`src/rtl/recfg_pkg.sv`:
```
package recfg_pkg;

    localparam int ADDR_W = 3;

    localparam logic [ADDR_W-1:0] OFS_TRIGGER = 3'd0;
    localparam logic [ADDR_W-1:0] OFS_IMAGE   = 3'd1;
    localparam logic [ADDR_W-1:0] OFS_CAPTURE = 3'd2;
    localparam logic [ADDR_W-1:0] OFS_STATUS  = 3'd3;

    localparam int SEL_OVR_BIT = 0;
    localparam int SEL_IMG_BIT = 1;

    typedef enum logic [3:0] {
        ST_IDLE,
        ST_SEL_SET,
        ST_SEL_STB,
        ST_POLL_REQ,
        ST_POLL_SMP,
        ST_TRG_SET,
        ST_TRG_STB,
        ST_QUIET,
        ST_CAP_SET,
        ST_CAP_STB
    } seq_state_e;

    typedef enum logic [1:0] {
        CMD_NONE,
        CMD_RECFG,
        CMD_CAPTURE
    } cmd_kind_e;

    typedef struct packed {
        cmd_kind_e  kind;
        logic       image;
        logic [1:0] reg_sel;
    } seq_cmd_t;

endpackage

```
`src/rtl/recfg_tick_cnt.sv`:
```
module recfg_tick_cnt #(
    parameter int LIMIT = 4
) (
    input  logic clk,
    input  logic rst,
    input  logic clr,
    input  logic inc,
    output logic last
);
    localparam int W = (LIMIT < 2) ? 1 : $clog2(LIMIT);

    logic [W-1:0] count_d, count_q;

    always_comb begin
        count_d = count_q;
        if (clr) begin
            count_d = '0;
        end else if (inc && !last) begin
            count_d = count_q + W'(1);
        end
    end

    always_ff @(posedge clk) begin
        if (rst) begin
            count_q <= '0;
        end else begin
            count_q <= count_d;
        end
    end

    assign last = (count_q == W'(LIMIT - 1));

endmodule

```
`src/rtl/recfg_req_latch.sv`:
```
module recfg_req_latch
    import recfg_pkg::*;
(
    input  logic       clk,
    input  logic       rst,
    input  logic       idle,
    input  logic       req_reconfig,
    input  logic       req_image,
    input  logic       req_override,
    input  logic       req_capture,
    input  logic [1:0] req_reg_sel,
    output logic       accept,
    output logic       start_recfg,
    output logic       start_ovr,
    output seq_cmd_t   cmd_q
);
    seq_cmd_t cmd_d;

    always_comb begin
        cmd_d       = cmd_q;
        accept      = 1'b0;
        start_recfg = 1'b0;
        start_ovr   = 1'b0;
        if (idle) begin
            if (req_reconfig) begin
                accept        = 1'b1;
                start_recfg   = 1'b1;
                start_ovr     = req_override;
                cmd_d.kind    = CMD_RECFG;
                cmd_d.image   = req_image;
                cmd_d.reg_sel = 2'd0;
            end else if (req_capture) begin
                accept        = 1'b1;
                cmd_d.kind    = CMD_CAPTURE;
                cmd_d.image   = 1'b0;
                cmd_d.reg_sel = req_reg_sel;
            end
        end
    end

    always_ff @(posedge clk) begin
        if (rst) begin
            cmd_q <= '{kind: CMD_NONE, image: 1'b0, reg_sel: 2'd0};
        end else begin
            cmd_q <= cmd_d;
        end
    end

    AST_ACCEPT_IDLE_ONLY: assert property (@(posedge clk) disable iff (rst)
        accept |-> idle) else $error("accept outside idle");
    AST_RECFG_WINS: assert property (@(posedge clk) disable iff (rst)
        (idle && req_reconfig && req_capture) |=> (cmd_q.kind == CMD_RECFG))
        else $error("capture won over reconfiguration");

endmodule

```
`src/rtl/recfg_seq_fsm.sv`:
```
module recfg_seq_fsm
    import recfg_pkg::*;
#(
    parameter int DATA_W = 32
) (
    input  logic              clk,
    input  logic              rst,
    input  logic              accept,
    input  logic              start_recfg,
    input  logic              start_ovr,
    input  seq_cmd_t          cmd_q,
    input  logic              busy_bit,
    input  logic              gap_last,
    input  logic              poll_last,
    output logic              idle,
    output logic              gap_clr,
    output logic              gap_inc,
    output logic              poll_clr,
    output logic              poll_inc,
    output logic [ADDR_W-1:0] bus_addr,
    output logic              bus_write,
    output logic              bus_read,
    output logic [DATA_W-1:0] bus_wdata,
    output logic              done,
    output logic              err
);
    typedef struct packed {
        seq_state_e state;
        logic       done;
        logic       err;
    } fsm_reg_t;

    fsm_reg_t r_d, r_q;

    always_comb begin
        r_d      = r_q;
        r_d.done = 1'b0;
        r_d.err  = 1'b0;
        gap_inc  = 1'b0;
        poll_inc = 1'b0;
        unique case (r_q.state)
            ST_IDLE: begin
                if (accept) begin
                    if (start_recfg) begin
                        r_d.state = start_ovr ? ST_SEL_SET : ST_TRG_SET;
                    end else begin
                        r_d.state = ST_CAP_SET;
                    end
                end
            end
            ST_SEL_SET:  r_d.state = ST_SEL_STB;
            ST_SEL_STB:  r_d.state = ST_POLL_REQ;
            ST_CAP_SET:  r_d.state = ST_CAP_STB;
            ST_CAP_STB:  r_d.state = ST_POLL_REQ;
            ST_POLL_REQ: r_d.state = ST_POLL_SMP;
            ST_POLL_SMP: begin
                if (!busy_bit) begin
                    if (cmd_q.kind == CMD_RECFG) begin
                        r_d.state = ST_TRG_SET;
                    end else begin
                        r_d.state = ST_IDLE;
                        r_d.done  = 1'b1;
                    end
                end else begin
                    poll_inc = 1'b1;
                    if (poll_last) begin
                        r_d.state = ST_IDLE;
                        r_d.done  = 1'b1;
                        r_d.err   = 1'b1;
                    end
                end
            end
            ST_TRG_SET:  r_d.state = ST_TRG_STB;
            ST_TRG_STB:  r_d.state = ST_QUIET;
            ST_QUIET: begin
                gap_inc = 1'b1;
                if (gap_last) begin
                    r_d.state = ST_IDLE;
                    r_d.done  = 1'b1;
                end
            end
            default: r_d.state = ST_IDLE;
        endcase
    end

    always_ff @(posedge clk) begin
        if (rst) begin
            r_q <= '{state: ST_IDLE, done: 1'b0, err: 1'b0};
        end else begin
            r_q <= r_d;
        end
    end

    always_comb begin
        bus_addr  = '0;
        bus_write = 1'b0;
        bus_read  = 1'b0;
        bus_wdata = '0;
        unique case (r_q.state)
            ST_SEL_SET, ST_SEL_STB: begin
                bus_addr               = OFS_IMAGE;
                bus_wdata[SEL_OVR_BIT] = 1'b1;
                bus_wdata[SEL_IMG_BIT] = cmd_q.image;
                bus_write              = (r_q.state == ST_SEL_STB);
            end
            ST_TRG_SET, ST_TRG_STB: begin
                bus_addr     = OFS_TRIGGER;
                bus_wdata[0] = 1'b1;
                bus_write    = (r_q.state == ST_TRG_STB);
            end
            ST_CAP_SET, ST_CAP_STB: begin
                bus_addr  = OFS_CAPTURE;
                bus_wdata = DATA_W'(1) << cmd_q.reg_sel;
                bus_write = (r_q.state == ST_CAP_STB);
            end
            ST_POLL_REQ, ST_POLL_SMP: begin
                bus_addr = OFS_STATUS;
                bus_read = 1'b1;
            end
            default: ;
        endcase
    end

    assign idle     = (r_q.state == ST_IDLE);
    assign gap_clr  = (r_q.state != ST_QUIET);
    assign poll_clr = (r_q.state != ST_POLL_SMP);
    assign done     = r_q.done;
    assign err      = r_q.err;

    AST_POLL_HOLDS_WHILE_BUSY: assert property (@(posedge clk) disable iff (rst)
        (r_q.state == ST_POLL_SMP && busy_bit && !poll_last) |=> bus_read)
        else $error("poll dropped while busy");
    AST_NO_POLL_AFTER_TRIGGER: assert property (@(posedge clk) disable iff (rst)
        (r_q.state == ST_QUIET) |-> !bus_read && !bus_write)
        else $error("access inside quiet window");

endmodule

```
`src/rtl/recfg_cmd_seq.sv`:
```
module recfg_cmd_seq
    import recfg_pkg::*;
#(
    parameter int DATA_W         = 32,
    parameter int GAP_CYCLES     = 3,
    parameter int TIMEOUT_CYCLES = 1000
) (
    input  logic              clk,
    input  logic              rst,
    input  logic              req_reconfig,
    input  logic              req_image,
    input  logic              req_override,
    input  logic              req_capture,
    input  logic [1:0]        req_reg_sel,
    output logic              cmd_done,
    output logic              cmd_error,
    output logic [2:0]        reg_addr,
    output logic              reg_write,
    output logic              reg_read,
    output logic [DATA_W-1:0] reg_wdata,
    input  logic [DATA_W-1:0] reg_rdata
);
    localparam int GAP_EFF  = (GAP_CYCLES < 2) ? 2 : GAP_CYCLES;
    localparam int TOUT_EFF = (TIMEOUT_CYCLES < 1) ? 1 : TIMEOUT_CYCLES;

    logic     idle, accept, start_recfg, start_ovr;
    seq_cmd_t cmd_q;
    logic     gap_clr, gap_inc, gap_last;
    logic     poll_clr, poll_inc, poll_last;
    logic     unused_rdata_hi;

    assign unused_rdata_hi = ^reg_rdata[DATA_W-1:1];

    recfg_req_latch i_latch (
        .clk          (clk),
        .rst          (rst),
        .idle         (idle),
        .req_reconfig (req_reconfig),
        .req_image    (req_image),
        .req_override (req_override),
        .req_capture  (req_capture),
        .req_reg_sel  (req_reg_sel),
        .accept       (accept),
        .start_recfg  (start_recfg),
        .start_ovr    (start_ovr),
        .cmd_q        (cmd_q)
    );

    recfg_tick_cnt #(.LIMIT(GAP_EFF)) i_gap_cnt (
        .clk  (clk),
        .rst  (rst),
        .clr  (gap_clr),
        .inc  (gap_inc),
        .last (gap_last)
    );

    recfg_tick_cnt #(.LIMIT(TOUT_EFF)) i_poll_cnt (
        .clk  (clk),
        .rst  (rst),
        .clr  (poll_clr),
        .inc  (poll_inc),
        .last (poll_last)
    );

    recfg_seq_fsm #(.DATA_W(DATA_W)) i_fsm (
        .clk         (clk),
        .rst         (rst),
        .accept      (accept),
        .start_recfg (start_recfg),
        .start_ovr   (start_ovr),
        .cmd_q       (cmd_q),
        .busy_bit    (reg_rdata[0]),
        .gap_last    (gap_last),
        .poll_last   (poll_last),
        .idle        (idle),
        .gap_clr     (gap_clr),
        .gap_inc     (gap_inc),
        .poll_clr    (poll_clr),
        .poll_inc    (poll_inc),
        .bus_addr    (reg_addr),
        .bus_write   (reg_write),
        .bus_read    (reg_read),
        .bus_wdata   (reg_wdata),
        .done        (cmd_done),
        .err         (cmd_error)
    );

    AST_NO_READ_WRITE: assert property (@(posedge clk) disable iff (rst)
        !(reg_write && reg_read)) else $error("read and write together");
    AST_WRITE_SETUP: assert property (@(posedge clk) disable iff (rst)
        reg_write |-> (!$past(reg_write) && $past(reg_addr) == reg_addr
                       && $past(reg_wdata) == reg_wdata))
        else $error("write strobe without setup cycle");
    AST_QUIET_AFTER_TRIGGER: assert property (@(posedge clk) disable iff (rst)
        (reg_write && reg_addr == OFS_TRIGGER) |=>
        (!reg_write && !reg_read && reg_addr == '0 && reg_wdata == '0))
        else $error("bus active right after trigger");
    AST_READ_AT_STATUS: assert property (@(posedge clk) disable iff (rst)
        reg_read |-> reg_addr == OFS_STATUS) else $error("read off status");
    AST_DONE_ONE_CYCLE: assert property (@(posedge clk) disable iff (rst)
        cmd_done |=> !cmd_done) else $error("done longer than a cycle");
    AST_ERROR_WITH_DONE: assert property (@(posedge clk) disable iff (rst)
        cmd_error |-> cmd_done) else $error("error without done");

endmodule

```
`config.mk`:
```
export PLATFORM = sky130hd
export DESIGN_NAME = recfg_cmd_seq
export DESIGN_NICKNAME = d
export VERILOG_FILES = /design/src/rtl/recfg_pkg.sv /design/src/rtl/recfg_tick_cnt.sv /design/src/rtl/recfg_req_latch.sv /design/src/rtl/recfg_seq_fsm.sv /design/src/rtl/recfg_cmd_seq.sv
export SDC_FILE = /design/constraint.sdc
export NUM_CORES = 1
export LEC_CHECK = 0
export BUFFER_PORTS_ARGS = -buffer_cell sky130_fd_sc_hd__buf_2
export CORE_MARGIN = 10
export CORE_UTILIZATION = 48
export CTS_CLUSTER_DIAMETER = 80
export DETAILED_ROUTE_END_ITERATION = 12
export GPL_TIMING_DRIVEN = 0
export HOLD_SLACK_MARGIN = 0.1
export PLACE_DENSITY = 0.95
export SYNTH_ARGS = -nofsm -noshare
export SYNTH_HDL_FRONTEND = slang
export SYNTH_SLANG_ARGS = --single-unit
```
`constraint.sdc`:
```
create_clock -name clk -period 2.61 [get_ports clk]
set_input_delay 0.522 -clock clk [delete_from_list [all_inputs] [get_ports clk]]
set_output_delay 0.522 -clock clk [all_outputs]
set_load 0.005 [all_outputs]
```
# Yosys cells after proc, flatten, opt, wreduce, memory -nomap -nowiden
# Cells that the tools add are included.
[totals]
regBits = 23
[op_classes]
bitwise = 2
reduce_logical = 17
shift = 1
eq_ne = 17
add_sub_neg = 2
n_mux = 28
[ops]
columns = ["cell", "n"]
rows = [
  ["one-hot mux 4 bit (9 select lines)", 1],
  ["left shift 1 x 2 -> 32 bit, first input constant", 1],
  ["2-to-1 mux 30 bit", 1],
  ["2-to-1 mux 5 bit", 4],
  ["equality test 4 x 3 -> 1 bit, second input constant", 4],
  ["OR reduction 2 bit", 7],
  ["2-to-1 mux 1 bit", 12],
  ["adder 10 x 1 -> 10 bit, second input constant", 1],
  ["equality test 10 bit, second input constant", 1],
  ["equality test 4 x 2 -> 1 bit, second input constant", 2],
  ["equality test 4 bit, second input constant", 2],
  ["2-to-1 mux 4 bit", 2],
  ["!= test 4 x 3 -> 1 bit, second input constant", 2],
  ["2-to-1 mux 3 bit", 2],
  ["2-to-1 mux 6 bit", 1],
  ["one-hot mux 1 bit (2 select lines)", 3],
  ["one-hot mux 2 bit (3 select lines)", 1],
  ["equality test 4 x 1 -> 1 bit, second input constant", 1],
  ["zero test 4 bit", 1],
  ["!= test 2 bit, second input constant", 2],
  ["OR reduction 4 bit", 1],
  ["!= test 3 bit, second input constant", 1],
  ["one-hot mux 1 bit (3 select lines)", 1],
  ["AND reduction 3 bit", 1],
  ["other kinds (9)", 12],
]

# Longest topological paths before layout
# Gate-level depths: netlist of run 1.
[depth]
word_depth = 6
mapped_depth = 6
mapped_depth_nobuf = 5

# Modules after synthesis
# Synthesis of run 1 repeated with hierarchy kept, for this count alone.
[unflattened]
hier_cells = 194
hier_area_um2 = 1612.8
[by_module_without_submodules]
columns = ["module", "n_inst", "cells_per_inst", "area_each_um2"]
rows = [
  ["recfg_seq_fsm", 1, 98, 704.4],
  ["recfg_tick_cnt at i_poll_cnt", 1, 64, 555.5],
  ["recfg_req_latch", 1, 23, 247.7],
  ["recfg_tick_cnt at i_gap_cnt", 1, 9, 105.1],
]

# Worst setup path after synthesis of run 1
# OpenSTA, ideal clock, no wires.
[synth_timing]
kind = "register to output"
startpoint = "reg i_fsm.r_q[5] (netlist bit)"
endpoint = "out reg_wdata[1]"
path_buffers = 1
t_arrival_ns = 1.124
path_slack_ns = 0.964
required_time_ns = 2.088
stages_incl_launch_ff = 6
path_cell_list = "dfxtp_1 -> clkbuf_1 -> nand2b_1 -> nor2_1 -> a22oi_1 -> nor2_1"
[synth_via]
elab_chain_len = 3
word_cells_on_any_way = 7
classes_between = "eq/ne: 4; mux: 1; reduce/logical: 2"
[synth_lines]
columns = ["item", "line", "rtl"]
rows = [
  ["start, declared", "recfg_seq_fsm.sv:33", "fsm_reg_t r_d, r_q;"],
  ["start signal, assigned", "recfg_seq_fsm.sv:88", "r_q <= '{state: ST_IDLE, done: 1'b0, err: 1'b0};"],
  ["start signal, assigned", "recfg_seq_fsm.sv:90", "r_q <= r_d;"],
  ["equality test 4 bit (tied with other cells)", "recfg_seq_fsm.sv:99", "unique case (r_q.state)"],
  ["OR reduction 2 bit", "recfg_seq_fsm.sv:99", ""],
  ["one-hot mux 1 bit (2 select lines) (*)", "recfg_seq_fsm.sv:99", ""],
  ["end, declared", "recfg_cmd_seq.sv:20", "output logic [DATA_W-1:0] reg_wdata,"],
]
# Every way passes the cells marked *; elsewhere a longest branch is shown, timed or not.

# Worst setup path after layout of run 1
# Same ends and word-level chain as after synthesis.

==> results of run 1 <==
[area by class of cell]
class                      instances  share of cell area [%]
sequential                        23                    26.4
timing repair buffer              17                    4.87
clock buffer                       3                    1.29
buffer                            37                    14.2
inverter                           5                    1.08
tap                               33                    2.37
multi-input combinational        155                    49.5
clock inverter                     1                   0.287
[state kept, by name (all words and copies together), names as in the netlist]
signal and cells:
i_fsm.r_q 4, i_fsm.done 1, i_latch.cmd_q 5, i_fsm.err 1, i_poll_cnt.count_q 10, i_gap_cnt.count_q 2
[per-layer routing]
| metal | vias up | part of all wire [%] |
|---|---|---|
| met5 | - | 0 |
| met4 | 0 | 1.6 |
| met3 | 7 | 7.1 |
| met2 | 52 | 48 |
| met1 | 624 | 43 |
| li1 | 718 | - |
[kinds of logic (layout without fill, tap and decap cells)]
kind of cell,after synthesis,in the layout
simple gates,73,73
compound gates,47,47
other cells,1,29
fa+ha+maj,2,2
xor+xnor,4,4
flops,23,23
buf+inv,42,63
[worst min-delay path: cells and delay by family]
family	cells	cell delay (ns)
buffers and inverters	1	0.07
AOI/OAI and AO/OA	1	0.08
and+or+nand+nor	1	0.07
[stage by stage]
step | setup slack (ns) | power, mW | cell area (µm²) | util, %
finish | 0.308 | 0.858 | 1750 | 58.1
global route | 0.123 | 0.920 | 1750 | 58.1
CTS | 0.307 | 0.852 | 1750 | 58.1
detailed placement | 0.669 | 0.689 | 1720 | 57.2
global placement | 0.694 | 0.683 | 1720 | 57.2
floorplan | 0.964 | 0.617 | 1590 | -
[cell usage in the layout, fill, tap and decap left out, drive strengths merged]
| cell | Yosys | routed |
|---|---|---|
| buf | 30 | 47 |
| conb | 1 | 29 |
| dfxtp | 23 | 23 |
| nor2 | 17 | 17 |
| a21oi | 17 | 17 |
| nand2 | 15 | 15 |
| clkbuf | 7 | 10 |
| o21ai | 9 | 9 |
| nand2b | 7 | 7 |
| or3 | 6 | 6 |
| inv | 5 | 5 |
| nor3 | 5 | 5 |
| a31oi | 4 | 4 |
| nand4 | 4 | 4 |
| xor2 | 3 | 3 |
| and3 | 3 | 3 |
| o32ai | 3 | 3 |
| or4 | 3 | 3 |
| and2 | 3 | 3 |
| o31ai | 3 | 3 |
| nand3 | 3 | 3 |
| o32a | 2 | 2 |
| o21bai | 2 | 2 |
| nor2b | 2 | 2 |
| ha | 2 | 2 |
| nor4 | 2 | 2 |
| o22ai | 1 | 1 |
| a22oi | 1 | 1 |
| o21a | 1 | 1 |
| or3b | 1 | 1 |
| a21boi | 1 | 1 |
| nor4b | 1 | 1 |
| or2 | 1 | 1 |
| xnor2 | 1 | 1 |
| a32o | 1 | 1 |
| a32oi | 1 | 1 |
| a211oi | 1 | 1 |
| clkinv | 0 | 1 |
[worst paths after layout]
kind                                              end  cells past startpoint  slack, ns                  start
worst max-delay path                     reg_wdata[1]                      6       0.31           i_fsm.r_q[5]
worst min-delay path                 i_latch.cmd_q[2]                      3       0.44              req_image
worst max register to register  i_poll_cnt.count_q[3]                      5       0.73  i_poll_cnt.count_q[0]
worst min register to register       i_latch.cmd_q[3]                      2       0.48       i_latch.cmd_q[3]
[report_power, final]
| group | internal (mW) | switching, mW |
|---|---|---|
| logic | 0.128 | 0.159 |
| clock network | 0.0575 | 0.113 |
| registers | 0.373 | 0.0277 |
| total | 0.559 | 0.299 |
==> results.sh, run 1 <==
export IMPL_status="completed"
export IMPL_final_cells=274
export IMPL_slew_violations=0
export IMPL_skew_ns=0.0182
export IMPL_ir_worst_vdd_mv=0.254
export IMPL_cts_root_buf="clkbuf_4"
export IMPL_synth_fa_ha_area_share_pct=1.68
export IMPL_wl_mm=3.33
export IMPL_synth_top_family_by_area="simple AND/OR/NAND/NOR gates"
export IMPL_worstPathArrival_ns=1.78
export IMPL_max_slew_margin_pct=44.7
export IMPL_power_density_mw_per_mm2=492
export IMPL_path_buf_inv=2
export IMPL_critPathMaxFanout=10
export IMPL_drive_above_1_share_pct=22.8
export IMPL_synthMuxAreaShare_pct=0
export IMPL_synthFlopType="dfxtp_1"
export IMPL_synth_edf_count=0
export IMPL_fin_setup_tns_ns=0
export IMPL_core_mm2=0.00300
export IMPL_cts_resized_gates=0
export IMPL_path_delay_family="buffers and inverters"
export IMPL_antenna_found_initial=0
export IMPL_clkTransAtPathRegs_ns=0.14
export IMPL_cts_sinks=23
export IMPL_io_buffers=17
export IMPL_grt_setup_unrepaired="no"
export IMPL_setup_viol=0
export IMPL_synthTopCellsByArea="dfxtp_1 (31%), buf_4 (15%), a21oi_1 (5.7%)"
export IMPL_die_w_um=75.7
export IMPL_grt_overflow_total=0
export IMPL_drtPass1Iterations=4
export IMPL_fin_crit_sh_pct=88.2
export IMPL_crit_required_ns=2.09
export IMPL_final_nets=284
export IMPL_avgSynthCellArea_um2=7.74
export IMPL_cpPeakStageDelay_ns=0.47
export IMPL_multi_input_area_um2=865
export IMPL_diodes=0
export IMPL_holdWs_ns=0.443
export IMPL_drtIter0Drc=185
export IMPL_gp_congestion=0.810
export IMPL_fp_dieH_um=75.7
export IMPL_cp_start_kind="flip-flop"
export IMPL_synth_area_mm2=0.00149
export IMPL_route_detailed_drc=0
export IMPL_grt_busiest_layer="met2"
export IMPL_use_met2_pct=20.7
export IMPL_grt_first_pass_wirelength_mm=5.55
export IMPL_synth_simple_area_share_pct=27.0
export IMPL_synth_cell_types=40
export IMPL_period_needed_ns=2.30
export IMPL_synth_common_cells="buf_4 (29), dfxtp_1 (23), a21oi_1 (17), nor2_1 (17), nand2_1 (15)"
export IMPL_vias=1401
export IMPL_grt_usage_pct=12.2
export IMPL_tightest_slew_ns=0.823
export IMPL_io_pins=79
export IMPL_crit_chain="clkbuf_1 -> nand2b_1 -> nor2_1 -> a22oi_1 -> nor2_1 -> buf_2"
export IMPL_synth_xor_area_share_pct=2.36
export IMPL_area_growth_pct=17.4
export IMPL_fillers=291
export IMPL_ys_seq_area_share_pct=31.0
export IMPL_synth_top_area_share_pct=31.0
export IMPL_finalHoldViolCount=0
export IMPL_clock_latency_ns=0.33
export IMPL_initial_core_util_pct=49.5
export IMPL_cts_setup_buffers=0
export IMPL_fmax_mhz=434
export IMPL_cts_buffers_inserted=3
export IMPL_routed_via_density=5.11
export IMPL_wl_per_cell_um=12.1
export IMPL_grtUsageMet3_pct=1.69
export IMPL_crit_type="reg2out"
export IMPL_h_tree_depth=1
export IMPL_synthArstFlopShare_pct=0
export IMPL_clock_path_buffers=2
export IMPL_synth_warnings=0
export IMPL_rows=20
export IMPL_crit_path_frequent_cell="nor2_1"
export IMPL_die_area_mm2=0.00572
export IMPL_grt_pass1_vias=1249
export IMPL_ys_ff_latch=23
export IMPL_drv_cap=0
export IMPL_end_kind="output pin"
export IMPL_p_leak_nw=0.770
export IMPL_holdBufCountCts=0
export IMPL_drtAntennaViolNets=0
export IMPL_crit_slowest_cell="dfxtp_1"
export IMPL_seq_area_um2=460
export IMPL_placed_cells=270
export IMPL_synth_compound_area_share_pct=19.8
export IMPL_met1_usage_pct=15.0
export IMPL_synthCells=192
export IMPL_grt_max_degree=14
export IMPL_dp_hpwl_mm=2.58
export IMPL_cts_tree="yes"
export IMPL_yosys_area_top_type="dfxtp_1"
export IMPL_hp_class="in2reg"
export IMPL_synth_most_common_cell="buf_4"
Note: power is estimated with default switching activity, not from simulation.
==> inputs of run 2 (changes only) <==
- CORE_MARGIN: 10 -> 2
- CORE_UTILIZATION: 48 -> 50
- CTS_BUF_LIST: default -> sky130_fd_sc_hd__clkbuf_8
==> results.sh, run 2 (same netlist as run 1, synthesis figures left out) <==
export IMPL_h_tree_depth=1
export IMPL_diodes=0
export IMPL_holdWs_ns=0.470
export IMPL_io_buffers=17
export IMPL_slew_violations=0
export IMPL_fin_ws_ns=0.352
export IMPL_cts_sinks=23
export IMPL_post_route_util_pct=63.3
export IMPL_cts_buffers_inserted=3
export IMPL_dp_slack_ns=0.658
export IMPL_grt_usage_pct=19.5
export IMPL_critPathMaxFanout=10
export IMPL_status="completed"
export IMPL_p_leak_nw=0.779
export IMPL_die_area_mm2=0.00343
export IMPL_most_common_layout_cells="buf_4 (29), conb_1 (29), dfxtp_1 (23)"
export IMPL_end_kind="output pin"
export IMPL_max_slew_margin_pct=48.6
export IMPL_crit_type="reg2out"
export IMPL_grt_max_degree=13
export IMPL_r2r_setup_slack_ns=0.81
export IMPL_wl_mm=3.14
export IMPL_period_needed_ns=2.26
export IMPL_power_density_mw_per_mm2=515
export IMPL_combinationalPowerShare_pct=31.5
export IMPL_regMostFlops="i_poll_cnt.count_q"
export IMPL_skew_ns=0.00183
export IMPL_initial_core_util_pct=53.4
export IMPL_grt_setup_unrepaired="no"
export IMPL_fillers=231
export IMPL_multi_input_area_um2=865
export IMPL_p_sw_share_pct=33.2
export IMPL_final_nets=284
export IMPL_cts_setup_buffers=0
export IMPL_clkTransAtPathRegs_ns=0.08
export IMPL_fp_dieH_um=58.5
export IMPL_dp_hpwl_mm=2.42
export IMPL_cts_root_buf="clkbuf_8"
export IMPL_drv_cap=0
export IMPL_clock_latency_ns=0.27
export IMPL_reg_top3="i_poll_cnt.count_q (10), i_latch.cmd_q (5), i_fsm.r_q (4)"
export IMPL_rows=19
export IMPL_crit_required_ns=2.09
export IMPL_cp_start_kind="flip-flop"
export IMPL_netSwitchingPower_mw=0.301
export IMPL_drive_above_1_share_pct=22.4
export IMPL_ir_worst_vdd_mv=0.375
export IMPL_grt_first_pass_wirelength_mm=5.18
export IMPL_cts_tree="yes"
export IMPL_holdBufCountCts=0
export IMPL_clock_path_buffers=2
export IMPL_hp_class="reg2reg"
export IMPL_intPower_mw=0.606
export IMPL_total_power_mw=0.907
export IMPL_drtIter0Drc=77
export IMPL_grt_overflow_total=0
export IMPL_routed_via_density=5.14
export IMPL_largest_register_ffs=10
export IMPL_grt_pass1_vias=1242
export IMPL_area_growth_pct=18.4
export IMPL_cts_resized_gates=0
export IMPL_core_mm2=0.00278
export IMPL_wl_per_cell_um=11.5
export IMPL_antenna_found_initial=0
export IMPL_die_w_um=58.5
export IMPL_tightest_slew_ns=0.765
export IMPL_setup_viol=0
export IMPL_gp_congestion=0.837
export IMPL_fin_setup_tns_ns=0
export IMPL_fin_crit_sh_pct=86.5
export IMPL_drtAntennaViolNets=0
export IMPL_seq_power_share_pct=44.5
export IMPL_seq_area_um2=460
export IMPL_finalHoldViolCount=0
export IMPL_worstPathArrival_ns=1.74
export IMPL_clockPowerShare_pct=24.1
export IMPL_vias=1398
export IMPL_fmax_mhz=443
export IMPL_io_pins=79
export IMPL_route_detailed_drc=0
export IMPL_drtPass1Iterations=4
run 2: through the flow:
stage	cell area [µm²]	instances
2_1_floorplan	1590	220
3_3_place_gp	1720	268
3_5_place_dp	1720	268
4_1_cts	1760	272
5_1_grt	1760	272
6_report	1760	272
run 2: per-layer routing:
metal  routed length (µm)  global-route usage, %  part of all wire, %  vias up
met5                    0                      0                    0        -
met4                   85                   10.6                  2.7        0
met3                  203                   2.86                  6.5       11
met2                 1560                   32.9                   50       65
met1                 1280                   23.7                   41      602
li1                     -                      -                    -      720
run 2: layout make-up:
cell class | count | share of cell area (%)
buffer | 37 | 14.1
multi-input combinational | 155 | 49.1
inverter | 5 | 1.07
clock inverter | 1 | 0.213
clock buffer | 3 | 2.35
timing repair buffer | 17 | 4.83
tap | 31 | 2.20
sequential | 23 | 26.2
run 2: critical path: stages (launching register included):
cell and delay (ns):
dfxtp_1 0.47, clkbuf_1 0.36, nand2b_1 0.20, nor2_1 0.05, a22oi_1 0.20, nor2_1 0.06, buf_2 0.14
run 2: path summary, 6_finish.rpt:
kind	startpoint	depth (start not counted)	to
hold reg to reg	i_latch.cmd_q[3]	2	i_latch.cmd_q[3]
hold / removal	i_latch.cmd_q[3]	2	i_latch.cmd_q[3]
setup reg to reg	i_poll_cnt.count_q[0]	5	i_poll_cnt.count_q[2]
setup / recovery	i_fsm.r_q[5]	6	reg_wdata[1]
run 2: power groups by stage:
stage	logic (mW)	registers (mW)	clock network, mW
6_report	0.285	0.403	0.218
5_1_grt	0.319	0.407	0.235
4_1_cts	0.281	0.403	0.218
3_5_place_dp	0.280	0.411	0
3_3_place_gp	0.272	0.408	0
2_1_floorplan	0.214	0.403	0
